<file path="src/rtl/stq_pkg.sv">
package stq_pkg;
    typedef enum logic [2:0] {
        SLOT_EMPTY,
        SLOT_WAIT_BOTH,
        SLOT_HAVE_ADDR,
        SLOT_HAVE_DATA,
        SLOT_READY
    } slot_state_e;

    typedef enum logic [1:0] {
        LD_TO_MEM   = 2'd0,
        LD_FORWARD  = 2'd1,
        LD_PRODUCER = 2'd2,
        LD_STALL    = 2'd3
    } ld_outcome_e;
endpackage

</file>
<file path="src/rtl/stq_slot.sv">
module stq_slot
    import stq_pkg::*;
#(
    parameter int ADDR_W = 16,
    parameter int DATA_W = 16,
    parameter int TAG_W  = 4
) (
    input  logic              clk,
    input  logic              rst_n,
    input  logic              alloc_i,
    input  logic [TAG_W-1:0]  tag_i,
    input  logic              addr_we_i,
    input  logic [ADDR_W-1:0] addr_i,
    input  logic              data_we_i,
    input  logic [DATA_W-1:0] data_i,
    input  logic              retire_i,
    output logic              busy_o,
    output logic              addr_known_o,
    output logic              data_known_o,
    output logic              ready_o,
    output logic [ADDR_W-1:0] addr_o,
    output logic [DATA_W-1:0] data_o,
    output logic [TAG_W-1:0]  tag_o
);
    slot_state_e state_q, state_d;

    always_ff @(posedge clk or negedge rst_n) begin
        if (!rst_n) state_q <= SLOT_EMPTY;
        else        state_q <= state_d;
    end

    always_comb begin
        state_d = state_q;
        unique case (state_q)
            SLOT_EMPTY:     if (alloc_i) state_d = SLOT_WAIT_BOTH;
            SLOT_WAIT_BOTH: begin
                if (addr_we_i && data_we_i) state_d = SLOT_READY;
                else if (addr_we_i)         state_d = SLOT_HAVE_ADDR;
                else if (data_we_i)         state_d = SLOT_HAVE_DATA;
            end
            SLOT_HAVE_ADDR: if (data_we_i) state_d = SLOT_READY;
            SLOT_HAVE_DATA: if (addr_we_i) state_d = SLOT_READY;
            SLOT_READY:     if (retire_i)  state_d = SLOT_EMPTY;
            default:        state_d = SLOT_EMPTY;
        endcase
    end

    always_comb begin
        busy_o       = 1'b1;
        addr_known_o = 1'b0;
        data_known_o = 1'b0;
        ready_o      = 1'b0;
        unique case (state_q)
            SLOT_EMPTY:     busy_o = 1'b0;
            SLOT_WAIT_BOTH: ;
            SLOT_HAVE_ADDR: addr_known_o = 1'b1;
            SLOT_HAVE_DATA: data_known_o = 1'b1;
            SLOT_READY: begin
                addr_known_o = 1'b1;
                data_known_o = 1'b1;
                ready_o      = 1'b1;
            end
            default:        busy_o = 1'b0;
        endcase
    end

    always_ff @(posedge clk or negedge rst_n) begin
        if (!rst_n) begin
            addr_o <= '0;
            data_o <= '0;
            tag_o  <= '0;
        end else begin
            if (alloc_i && !busy_o)                    tag_o  <= tag_i;
            if (addr_we_i && busy_o && !addr_known_o)  addr_o <= addr_i;
            if (data_we_i && busy_o && !data_known_o)  data_o <= data_i;
        end
    end
endmodule

</file>
<file path="src/rtl/stq_ptrs.sv">
module stq_ptrs #(
    parameter int DEPTH = 8,
    localparam int IDX_W = $clog2(DEPTH),
    localparam int PTR_W = IDX_W + 1
) (
    input  logic             clk,
    input  logic             rst_n,
    input  logic             alloc_req_i,
    input  logic             retire_i,
    output logic [PTR_W-1:0] head_o,
    output logic [PTR_W-1:0] tail_o,
    output logic [PTR_W-1:0] count_o,
    output logic             full_o,
    output logic             alloc_fire_o
);
    always_comb begin
        count_o      = tail_o - head_o;
        full_o       = (count_o == PTR_W'(DEPTH));
        alloc_fire_o = alloc_req_i && !full_o;
    end

    always_ff @(posedge clk or negedge rst_n) begin
        if (!rst_n) begin
            head_o <= '0;
            tail_o <= '0;
        end else begin
            if (alloc_fire_o) tail_o <= tail_o + 1'b1;
            if (retire_i)     head_o <= head_o + 1'b1;
        end
    end
endmodule

</file>
<file path="src/rtl/stq_lookup.sv">
module stq_lookup
    import stq_pkg::*;
#(
    parameter int DEPTH  = 8,
    parameter int ADDR_W = 16,
    parameter int DATA_W = 16,
    parameter int TAG_W  = 4,
    localparam int IDX_W = $clog2(DEPTH),
    localparam int PTR_W = IDX_W + 1
) (
    input  logic [DEPTH-1:0]  busy_i,
    input  logic [DEPTH-1:0]  addr_known_i,
    input  logic [DEPTH-1:0]  data_known_i,
    input  logic [ADDR_W-1:0] addr_i [DEPTH],
    input  logic [DATA_W-1:0] data_i [DEPTH],
    input  logic [TAG_W-1:0]  tag_i  [DEPTH],
    input  logic [PTR_W-1:0]  head_i,
    input  logic [PTR_W-1:0]  count_i,
    input  logic [PTR_W-1:0]  ld_pos_i,
    input  logic [ADDR_W-1:0] ld_addr_i,
    input  logic              spec_i,
    output ld_outcome_e       kind_o,
    output logic [DATA_W-1:0] data_o,
    output logic [TAG_W-1:0]  tag_o
);
    logic [PTR_W-1:0] older_n;
    logic             blk_any, blk_unknown, hit_any;
    logic [IDX_W-1:0] blk_idx, hit_idx, idx;

    // Scan oldest to youngest so that a younger candidate overwrites an older one.
    always_comb begin
        older_n = ld_pos_i - head_i;
        if (older_n > count_i) older_n = '0;
        blk_any     = 1'b0;
        blk_unknown = 1'b0;
        blk_idx     = '0;
        hit_any     = 1'b0;
        hit_idx     = '0;
        idx         = '0;
        for (int k = 0; k < DEPTH; k++) begin
            idx = head_i[IDX_W-1:0] + IDX_W'(k);
            if (PTR_W'(k) < older_n && busy_i[idx]) begin
                if (!addr_known_i[idx]) begin
                    blk_any     = 1'b1;
                    blk_unknown = 1'b1;
                    blk_idx     = idx;
                end else if (addr_i[idx] == ld_addr_i) begin
                    blk_any     = 1'b1;
                    blk_unknown = 1'b0;
                    blk_idx     = idx;
                    hit_any     = 1'b1;
                    hit_idx     = idx;
                end
            end
        end
    end

    always_comb begin
        kind_o = LD_TO_MEM;
        data_o = '0;
        tag_o  = '0;
        if (spec_i) begin
            if (hit_any) begin
                kind_o = data_known_i[hit_idx] ? LD_FORWARD : LD_PRODUCER;
                data_o = data_i[hit_idx];
                tag_o  = tag_i[hit_idx];
            end
        end else if (blk_any) begin
            if (blk_unknown) kind_o = LD_STALL;
            else             kind_o = data_known_i[blk_idx] ? LD_FORWARD : LD_PRODUCER;
            data_o = data_i[blk_idx];
            tag_o  = tag_i[blk_idx];
        end
    end
endmodule

</file>
<file path="src/rtl/stq_disamb.sv">
module stq_disamb
    import stq_pkg::*;
#(
    parameter int DEPTH  = 8,
    parameter int ADDR_W = 16,
    parameter int DATA_W = 16,
    parameter int TAG_W  = 4,
    localparam int IDX_W = $clog2(DEPTH),
    localparam int PTR_W = IDX_W + 1
) (
    input  logic              clk,
    input  logic              rst_n,
    input  logic              spec_mode_i,
    input  logic              st_alloc_i,
    input  logic [TAG_W-1:0]  st_tag_i,
    output logic [PTR_W-1:0]  sq_tail_o,
    output logic              sq_full_o,
    input  logic              st_addr_we_i,
    input  logic [IDX_W-1:0]  st_addr_idx_i,
    input  logic [ADDR_W-1:0] st_addr_i,
    input  logic              st_data_we_i,
    input  logic [IDX_W-1:0]  st_data_idx_i,
    input  logic [DATA_W-1:0] st_data_i,
    output logic              mem_st_valid_o,
    input  logic              mem_st_ready_i,
    output logic [ADDR_W-1:0] mem_st_addr_o,
    output logic [DATA_W-1:0] mem_st_data_o,
    input  logic              ld_req_i,
    input  logic [PTR_W-1:0]  ld_pos_i,
    input  logic [ADDR_W-1:0] ld_addr_i,
    output logic              rsp_valid_o,
    output logic [1:0]        rsp_kind_o,
    output logic [DATA_W-1:0] rsp_data_o,
    output logic [TAG_W-1:0]  rsp_tag_o
);
    logic [PTR_W-1:0]  head_q, tail_q, count_w;
    logic              alloc_fire, retire_w;
    logic [DEPTH-1:0]  s_busy, s_addr_known, s_data_known, s_ready;
    logic [ADDR_W-1:0] s_addr [DEPTH];
    logic [DATA_W-1:0] s_data [DEPTH];
    logic [TAG_W-1:0]  s_tag  [DEPTH];
    ld_outcome_e       lk_kind;
    logic [DATA_W-1:0] lk_data;
    logic [TAG_W-1:0]  lk_tag;
    logic [IDX_W-1:0]  head_idx, tail_idx;

    assign head_idx = head_q[IDX_W-1:0];
    assign tail_idx = tail_q[IDX_W-1:0];

    assign mem_st_valid_o = s_ready[head_idx];
    assign mem_st_addr_o  = s_addr[head_idx];
    assign mem_st_data_o  = s_data[head_idx];
    assign retire_w       = mem_st_valid_o && mem_st_ready_i;
    assign sq_tail_o      = tail_q;

    stq_ptrs #(.DEPTH(DEPTH)) u_ptrs (
        .clk          (clk),
        .rst_n        (rst_n),
        .alloc_req_i  (st_alloc_i),
        .retire_i     (retire_w),
        .head_o       (head_q),
        .tail_o       (tail_q),
        .count_o      (count_w),
        .full_o       (sq_full_o),
        .alloc_fire_o (alloc_fire)
    );

    for (genvar i = 0; i < DEPTH; i++) begin : g_slot
        stq_slot #(.ADDR_W(ADDR_W), .DATA_W(DATA_W), .TAG_W(TAG_W)) u_slot (
            .clk          (clk),
            .rst_n        (rst_n),
            .alloc_i      (alloc_fire && tail_idx == IDX_W'(i)),
            .tag_i        (st_tag_i),
            .addr_we_i    (st_addr_we_i && st_addr_idx_i == IDX_W'(i)),
            .addr_i       (st_addr_i),
            .data_we_i    (st_data_we_i && st_data_idx_i == IDX_W'(i)),
            .data_i       (st_data_i),
            .retire_i     (retire_w && head_idx == IDX_W'(i)),
            .busy_o       (s_busy[i]),
            .addr_known_o (s_addr_known[i]),
            .data_known_o (s_data_known[i]),
            .ready_o      (s_ready[i]),
            .addr_o       (s_addr[i]),
            .data_o       (s_data[i]),
            .tag_o        (s_tag[i])
        );
    end

    stq_lookup #(.DEPTH(DEPTH), .ADDR_W(ADDR_W), .DATA_W(DATA_W), .TAG_W(TAG_W)) u_lookup (
        .busy_i       (s_busy),
        .addr_known_i (s_addr_known),
        .data_known_i (s_data_known),
        .addr_i       (s_addr),
        .data_i       (s_data),
        .tag_i        (s_tag),
        .head_i       (head_q),
        .count_i      (count_w),
        .ld_pos_i     (ld_pos_i),
        .ld_addr_i    (ld_addr_i),
        .spec_i       (spec_mode_i),
        .kind_o       (lk_kind),
        .data_o       (lk_data),
        .tag_o        (lk_tag)
    );

    always_ff @(posedge clk or negedge rst_n) begin
        if (!rst_n) begin
            rsp_valid_o <= 1'b0;
            rsp_kind_o  <= 2'd0;
            rsp_data_o  <= '0;
            rsp_tag_o   <= '0;
        end else begin
            rsp_valid_o <= ld_req_i;
            if (ld_req_i) begin
                rsp_kind_o <= lk_kind;
                rsp_data_o <= lk_data;
                rsp_tag_o  <= lk_tag;
            end
        end
    end
endmodule

</file>
<file path="config.mk">
export PLATFORM = sky130hd
export DESIGN_NAME = stq_disamb
export DESIGN_NICKNAME = d
export VERILOG_FILES = /design/src/rtl/stq_pkg.sv /design/src/rtl/stq_slot.sv /design/src/rtl/stq_ptrs.sv /design/src/rtl/stq_lookup.sv /design/src/rtl/stq_disamb.sv
export SDC_FILE = /design/constraint.sdc
export NUM_CORES = 1
export LEC_CHECK = 0
export BUFFER_PORTS_ARGS = -buffer_cell sky130_fd_sc_hd__buf_2
export CAP_MARGIN = 40
export CORE_AREA = 8 8 263 265
export CTS_BUF_LIST = sky130_fd_sc_hd__clkbuf_16
export DETAILED_ROUTE_END_ITERATION = 12
export DIE_AREA = 0 0 271 273
export HOLD_SLACK_MARGIN = 0.06
export PLACE_DENSITY = 0.6
export SETUP_SLACK_MARGIN = 0.15
export SLEW_MARGIN = 25
export SYNTH_ARGS = -nofsm -noshare
export SYNTH_HDL_FRONTEND = slang
export SYNTH_SLANG_ARGS = --single-unit
</file>
<file path="constraint.sdc">
create_clock -name clk -period 17.4 [get_ports clk]
set_input_delay 0.87 -clock clk [delete_from_list [all_inputs] [get_ports clk]]
set_output_delay 0.87 -clock clk [all_outputs]
set_load 0.05 [all_outputs]
</file>
Yosys cells after proc, flatten, opt, wreduce, memory -nomap -nowiden --
Cells that the tools add are included.
Word-level totals: register bits 343, input bits 70, logic and storage cells 659
Operators by class: $add $sub $neg 11, magnitude comparators 29, eq/ne operators 109, mux-type cells 303, bitwise gates (word level) 10, reduce and logical (&&, ||, !) cells 159
Operators by type and width (count):
- binary-select mux 16 bit (select 3 bit) | 11
- two-way mux 16 bit | 25
- two-way mux 3 bit | 103
- == test 16 bit | 8
- two-way mux 1 bit | 121
- one-hot mux 3 bit (5 select lines) | 8
- logical AND 1 bit | 90
- == test 3 x 2 -> 1 bit (second input constant) | 24
- == test 3 bit (second input constant) | 24
- inequality test 2 x 1 -> 1 bit (second input constant) | 32
- binary-select mux 1 bit (select 3 bit) | 19
- >= comparator 4 bit (second input constant) | 10
- less-than comparator 3 x 4 -> 1 bit (second input constant) | 10
- NOT 3 -> 4 bit | 10
- AND reduction 5 bit | 8
- == test 3 x 1 -> 1 bit (second input constant) | 12
- logical NOT 3 bit | 12
- two-way mux 4 bit | 8
- inequality test 4 x 1 -> 1 bit (second input constant) | 8
- OR reduction 2 bit | 16
- OR reduction 4 bit | 8
- logical NOT 1 bit | 25
- binary-select mux 4 bit (select 3 bit) | 2
- less-than comparator 3 x 4 -> 1 bit (first input constant) | 4
- 10 further kinds | 23

Longest topological paths before layout --
word-level depth 35, gate-level depth with buffers 28

Cells and area by module --
Synthesis repeated with hierarchy kept, for this count alone.
Unflattened totals: cells, all modules 2270, area, all modules 28277.1 sq um
Modules (own cells, without submodules):
- stq_slot | times used 8, cells an instance 107, area an instance 1656.6 sq um
- stq_lookup | times used 1, cells an instance 1139, area an instance 11197.0 sq um
- stq_disamb | times used 1, cells an instance 229, area an instance 3315.7 sq um
- stq_ptrs | times used 1, cells an instance 46, area an instance 511.7 sq um

Worst setup path after synthesis --
Ideal clock, no wire load.
kind reg-to-reg, start point reg u_ptrs.head_o[0], end point reg rsp_data_o[14], setup time 132 ps, data arrival time 5630 ps, slack 11638 ps, cell stages (with the launch flop) 27, path buffers 12, cells stage by stage dfrtp_1 > buf_2 > inv_1 > buf_2 > buf_2 > buf_2 > buf_2 > ha_1 > buf_2 > buf_6 > buf_4 > buf_4 > buf_2 > mux4_2 > xnor2_1 > nand3_1 > a221oi_2 > nand4_2 > a21o_1 > and4bb_1 > o41ai_4 > buf_6 > buf_6 > mux2i_1 > nor3_1 > nor4_1 > o21ai_1
On the way: elaborated cells between the ends (all ways) 204, those cells by class 9 x add/sub; 9 x order compare; 8 x eq/ne; 160 x mux; 10 x bitwise; 8 x reduce/logical
RTL lines:
- start, declared | RTL line stq_ptrs.sv:10 | output logic [PTR_W-1:0] head_o,
- start signal, assigned | RTL line stq_ptrs.sv:28 | if (retire_i) head_o <= head_o + 1'b1;
- adder 3 bit * | RTL line stq_lookup.sv:41 | idx = head_i[IDX_W-1:0] + IDX_W'(k);
- named net u_lookup.idx[0] | RTL line stq_lookup.sv:28 | logic [IDX_W-1:0] blk_idx, hit_idx, idx;
- NOT 3 -> 4 bit (implied by the code) | RTL line stq_lookup.sv:47 | end else if (addr_i[idx] == ld_addr_i) begin
- binary-select mux 16 bit (select 3 bit) | RTL line stq_lookup.sv:47
- two-way mux 16 bit (implied by the code) (2 in series) | RTL line stq_lookup.sv:47
- == test 16 bit | RTL line stq_lookup.sv:47
- two-way mux 3 bit | RTL line stq_lookup.sv:47
- two-way mux 3 bit | RTL line stq_lookup.sv:43 | if (!addr_known_i[idx]) begin
- two-way mux 3 bit | RTL line stq_lookup.sv:42 | if (PTR_W'(k) < older_n && busy_i[idx]) begin
- NOT 3 -> 4 bit, on equally long branches | RTL line stq_lookup.sv:71, stq_lookup.sv:65
- binary-select mux 16 bit (select 3 bit), on equally long branches | RTL line stq_lookup.sv:71, stq_lookup.sv:65
- two-way mux 16 bit, on equally long branches (2 in series) | RTL line stq_lookup.sv:71, stq_lookup.sv:65
- two-way mux 16 bit, on equally long branches | RTL line stq_lookup.sv:68, stq_lookup.sv:63
- two-way mux 16 bit * | RTL line stq_lookup.sv:62 | if (spec_i) begin
- end signal, assigned | RTL line stq_disamb.sv:116 | rsp_data_o <= lk_data;
- end, declared | RTL line stq_disamb.sv:33 | output logic [DATA_W-1:0] rsp_data_o,
The timed path passes the listed nets; every way through them passes the cells marked *. The select of a mux whose other input is x is not followed. A chain may end at the register's enable or synchronous reset.

Final worst setup path --
start point reg u_ptrs.head_o[1], end point reg rsp_data_o[9]
On the way: word-level cells in the longest chain between the ends 35, elaborated cells between the ends (all ways) 204, those cells by class 9 x add/sub; 9 x order compare; 8 x eq/ne; 160 x mux; 10 x bitwise; 8 x reduce/logical
RTL lines (RTL line):
- branches (longest 34 deep; another with subtractor 4 bit)
- two-way mux 16 bit * | stq_lookup.sv:62
Mark *: on every way between the ends. The select of a mux whose other input is x is not followed.

==> impl_metrics.py <==
metrics = {
    "run_status": {
        "status": "finished, final reports clean",
    },
    "timing": {
        "report.final.slew_viol_count": 0,
        "setup_viol": 0,
        "period_minus_slack_ns": 7.64,
        "skew_ns": 0.0469,
        "fmax_mhz": 131,
        "rsz0062_at_grt": "no",
        "hold_viol_final": 0,
        "min_period_over_period": 0.439,
        "tightest_slew_ns": 0.885,
        "slew-limit-headroom": 0.405,
        "setup_tns_ns": 0,
    },
    "route": {
        "wl_microns": 99400,
        "via_per_inst": 6.55,
        "num_vias": 23500,
        "drtPass1Iterations": 6,
        "ant_nets": 0,
        "drtIter0Drc": 2157,
        "drc": 0,
        "routedWlPerCell_microns": 27.7,
    },
    "synthesis": {
        "yosys.area.top_type": "dfrtp_1",
        "synthArstFlopShare": 1.00,
        "synth.area.top_cells": "dfrtp_1 (30%), mux2i_1 (14%), mux2_2 (13%)",
        "synth.most_common_cell": "mux2i_1",
        "synth-seq-cells": 343,
        "syn-instance-count": 2657,
        "syn_area_sq_um": 28900,
        "syn_nets": 2753,
        "netlist.area_leader.share": 0.297,
        "ys.flop_type": "dfrtp_1",
        "avgSynthCellArea_sq_um": 10.9,
        "synthTopCellsByCount": "mux2i_1 (392), dfrtp_1 (343), mux2_2 (329), nand2_1 (171), mux4_2 (162)",
        "yosys_warnings": 0,
        "ys_types": 94,
        "ys_seq_area_frac": 0.297,
        "synth_edf_count": 0,
    },
    "floorplanning": {
        "dieArea_sq_um": 74000,
        "core_area_sq_um": 65000,
        "start_util": 0.444,
        "die_width_microns": 271,
        "dieHeight_microns": 273,
        "placementRows": 94,
        "ios": 131,
    },
    "placed_design": {
        "portBuffers": 130,
        "gp_congestion": 0.960,
        "dp_hpwl_microns": 69000,
    },
    "setup_path": {
        "critPathCaptureType": "flop",
        "crit_type": "flop to flop",
        "path_max_fanout": 50,
        "max_stage_delay_ns": 0.82,
        "crit_top_cell": "buf_4",
        "cp-start-kind": "flop",
        "crit_chain": "inv_2 -> ha_4 -> buf_4 -> buf_16 -> mux4_2 -> mux2i_1 -> xor2_1 -> nand2_1 -> nor4_2 -> a21bo_1 -> a31o_2 -> and4bb_1 -> o41ai_4 -> buf_4 -> buf_4 -> buf_16 -> mux2i_1 -> nor3_1 -> nor4_1 -> o21ai_1",
        "cp.arrival_ns": 8.10,
        "cp_slowest_cell": "dfrtp_4",
        "required_ns": 17.86,
    },
    "clock_tree": {
        "clkSlewWorstSetupHoldPaths_ns": 0.05,
        "clock-sinks": 343,
        "h-tree-depth": 2,
        "clockBufferDepth": 3,
        "post_cts_resized": 0,
        "cts_buffers": 42,
        "cts_setup_buffers": 0,
        "ctsHoldBuffers": 0,
        "cts_root_buffer": "clkbuf_16",
        "cts_tree": "done",
        "worstSkewPairLatency_ns": 0.62,
    },
    "cells_and_area": {
        "ff_latch_area_sq_um": 8590,
        "fill_cells": 5846,
        "layout-drive-gt1-share": 0.298,
        "area_growth_pct": 9.67,
        "multi_input_area_sq_um": 19200,
        "nNetsFinal": 2783,
    },
    "grt": {
        "grt_first_pass_wirelength_microns": 151000,
        "grt_max_degree": 102,
        "grt_pass1_vias": 23600,
        "antenna_found_initial": 6,
        "gr-usage-all-layers": 0.261,
        "gr-total-overflow": 0,
    },
    "min_path": {
        "hold_path_class": "input port to asynchronous set/reset pin",
    },
    "flow_run": {
        "maxCapViolCount": 0,
    },
}
state kept, by name (all words and copies together), names as in the netlist, 4 cells and up:
signal	cells
u_ptrs.tail_o	4
rsp_data_o	16
g_slot.u_slot.addr_o	128
u_ptrs.head_o	4
rsp_tag_o	4
g_slot.u_slot.data_o	128
g_slot.u_slot.state_q	24
g_slot.u_slot.tag_o	32
cell type report:
cell class / instances / area share
multi-input combinational: 2070 / 0.605
sequential: 343 / 0.271
timing repair buffer: 196 / 0.0429
tap: 864 / 0.0341
clock buffer: 42 / 0.0332
clock inverter: 31 / 0.00947
inverter: 34 / 0.00403
antenna: 3 / 0.000237
worst max-delay path, delay by kind of cell, from the launching register on:
kind,cells,cell delay (ns)
adders and majority gates,1,0.78
AOI/OAI and AO/OA,4,0.89
DFF,1,0.82
muxes,3,0.96
xor gates and xnor gates,1,0.28
and+or+nand+nor,5,1.35
buffers and inverters,6,2.26
layer usage:
| metal | vias up | routed length (microns) | GRT usage |
|---|---|---|---|
| li1 | 10200 | - | - |
| met1 | 11900 | 41100 | 0.343 |
| met2 | 1064 | 46000 | 0.415 |
| met3 | 247 | 7550 | 0.0512 |
| met4 | 6 | 4670 | 0.117 |
| met5 | - | 39 | 0 |
metrics by stage:
stage          instances  instance area (sq um)  hold WS [ns]  setup slack, ns   util
3_5_place_dp        3499                  30200         0.497             9.62  0.464
2_1_floorplan       2657                  28900         0.501            11.64      -
5_1_grt             3583                  31700         0.386             9.29  0.487
3_3_place_gp        3491                  30000         0.495             9.56  0.462
4_1_cts             3572                  31600         0.344             9.67  0.485
6_report            3583                  31700         0.328             9.76  0.487
final timing paths:
path                            depth (start not counted)             start                     endpoint  slack, ns
worst max-delay path                                   20  u_ptrs.head_o[1]                rsp_data_o[9]       9.76
worst min-delay path                                    1             rst_n  g_slot[0].u_slot.state_q[0]       0.33
worst max register to register                         20  u_ptrs.head_o[1]                rsp_data_o[9]       9.76
worst min register to register                          2     rsp_data_o[6]                rsp_data_o[6]       0.51
max in group asynchronous                               6             rst_n   g_slot[5].u_slot.addr_o[9]      14.34
min in group clk                                        1          ld_req_i                  rsp_valid_o       0.50
placed cells by master (no fill, tap or decap), drive strengths merged, types with 9 or more instances in the layout:
master	count
nand3	33
dfrtp	343
mux4	162
mux2	342
or3	21
and3	16
o21ai	74
nor4	31
nor3b	48
nor2	95
or2	13
xnor2	112
a32oi	25
a211oi	11
o211ai	9
inv	45
nand4	22
ha	24
mux2i	392
a21o	9
a21oi	58
buf	193
nor3	72
clkinv	15
xor2	43
a22oi	63
o22ai	52
nand2	171
clkbuf	45
nand2b	18
a22o	12
and2	19
nor2b	21
kinds of logic (layout without fill, tap and decap cells):
family                   count (synthesis)  after routing  share of synthesized area
XOR/XNOR                               155            155                     0.0470
adder cells (fa/ha/maj)                 26             26                     0.0118
multiplexers                           896            896                      0.395
AO/OA/AOI/OAI                          389            389                     0.0960
flip-flops                             343            343                      0.297
other                                    0              3                          0
buffers and inverters                  244            303                     0.0444
AND/OR/NAND/NOR                        604            604                      0.109
Power is not shown: default switching activity piles up to over one toggle a cycle in this logic, so the estimate is an artifact.
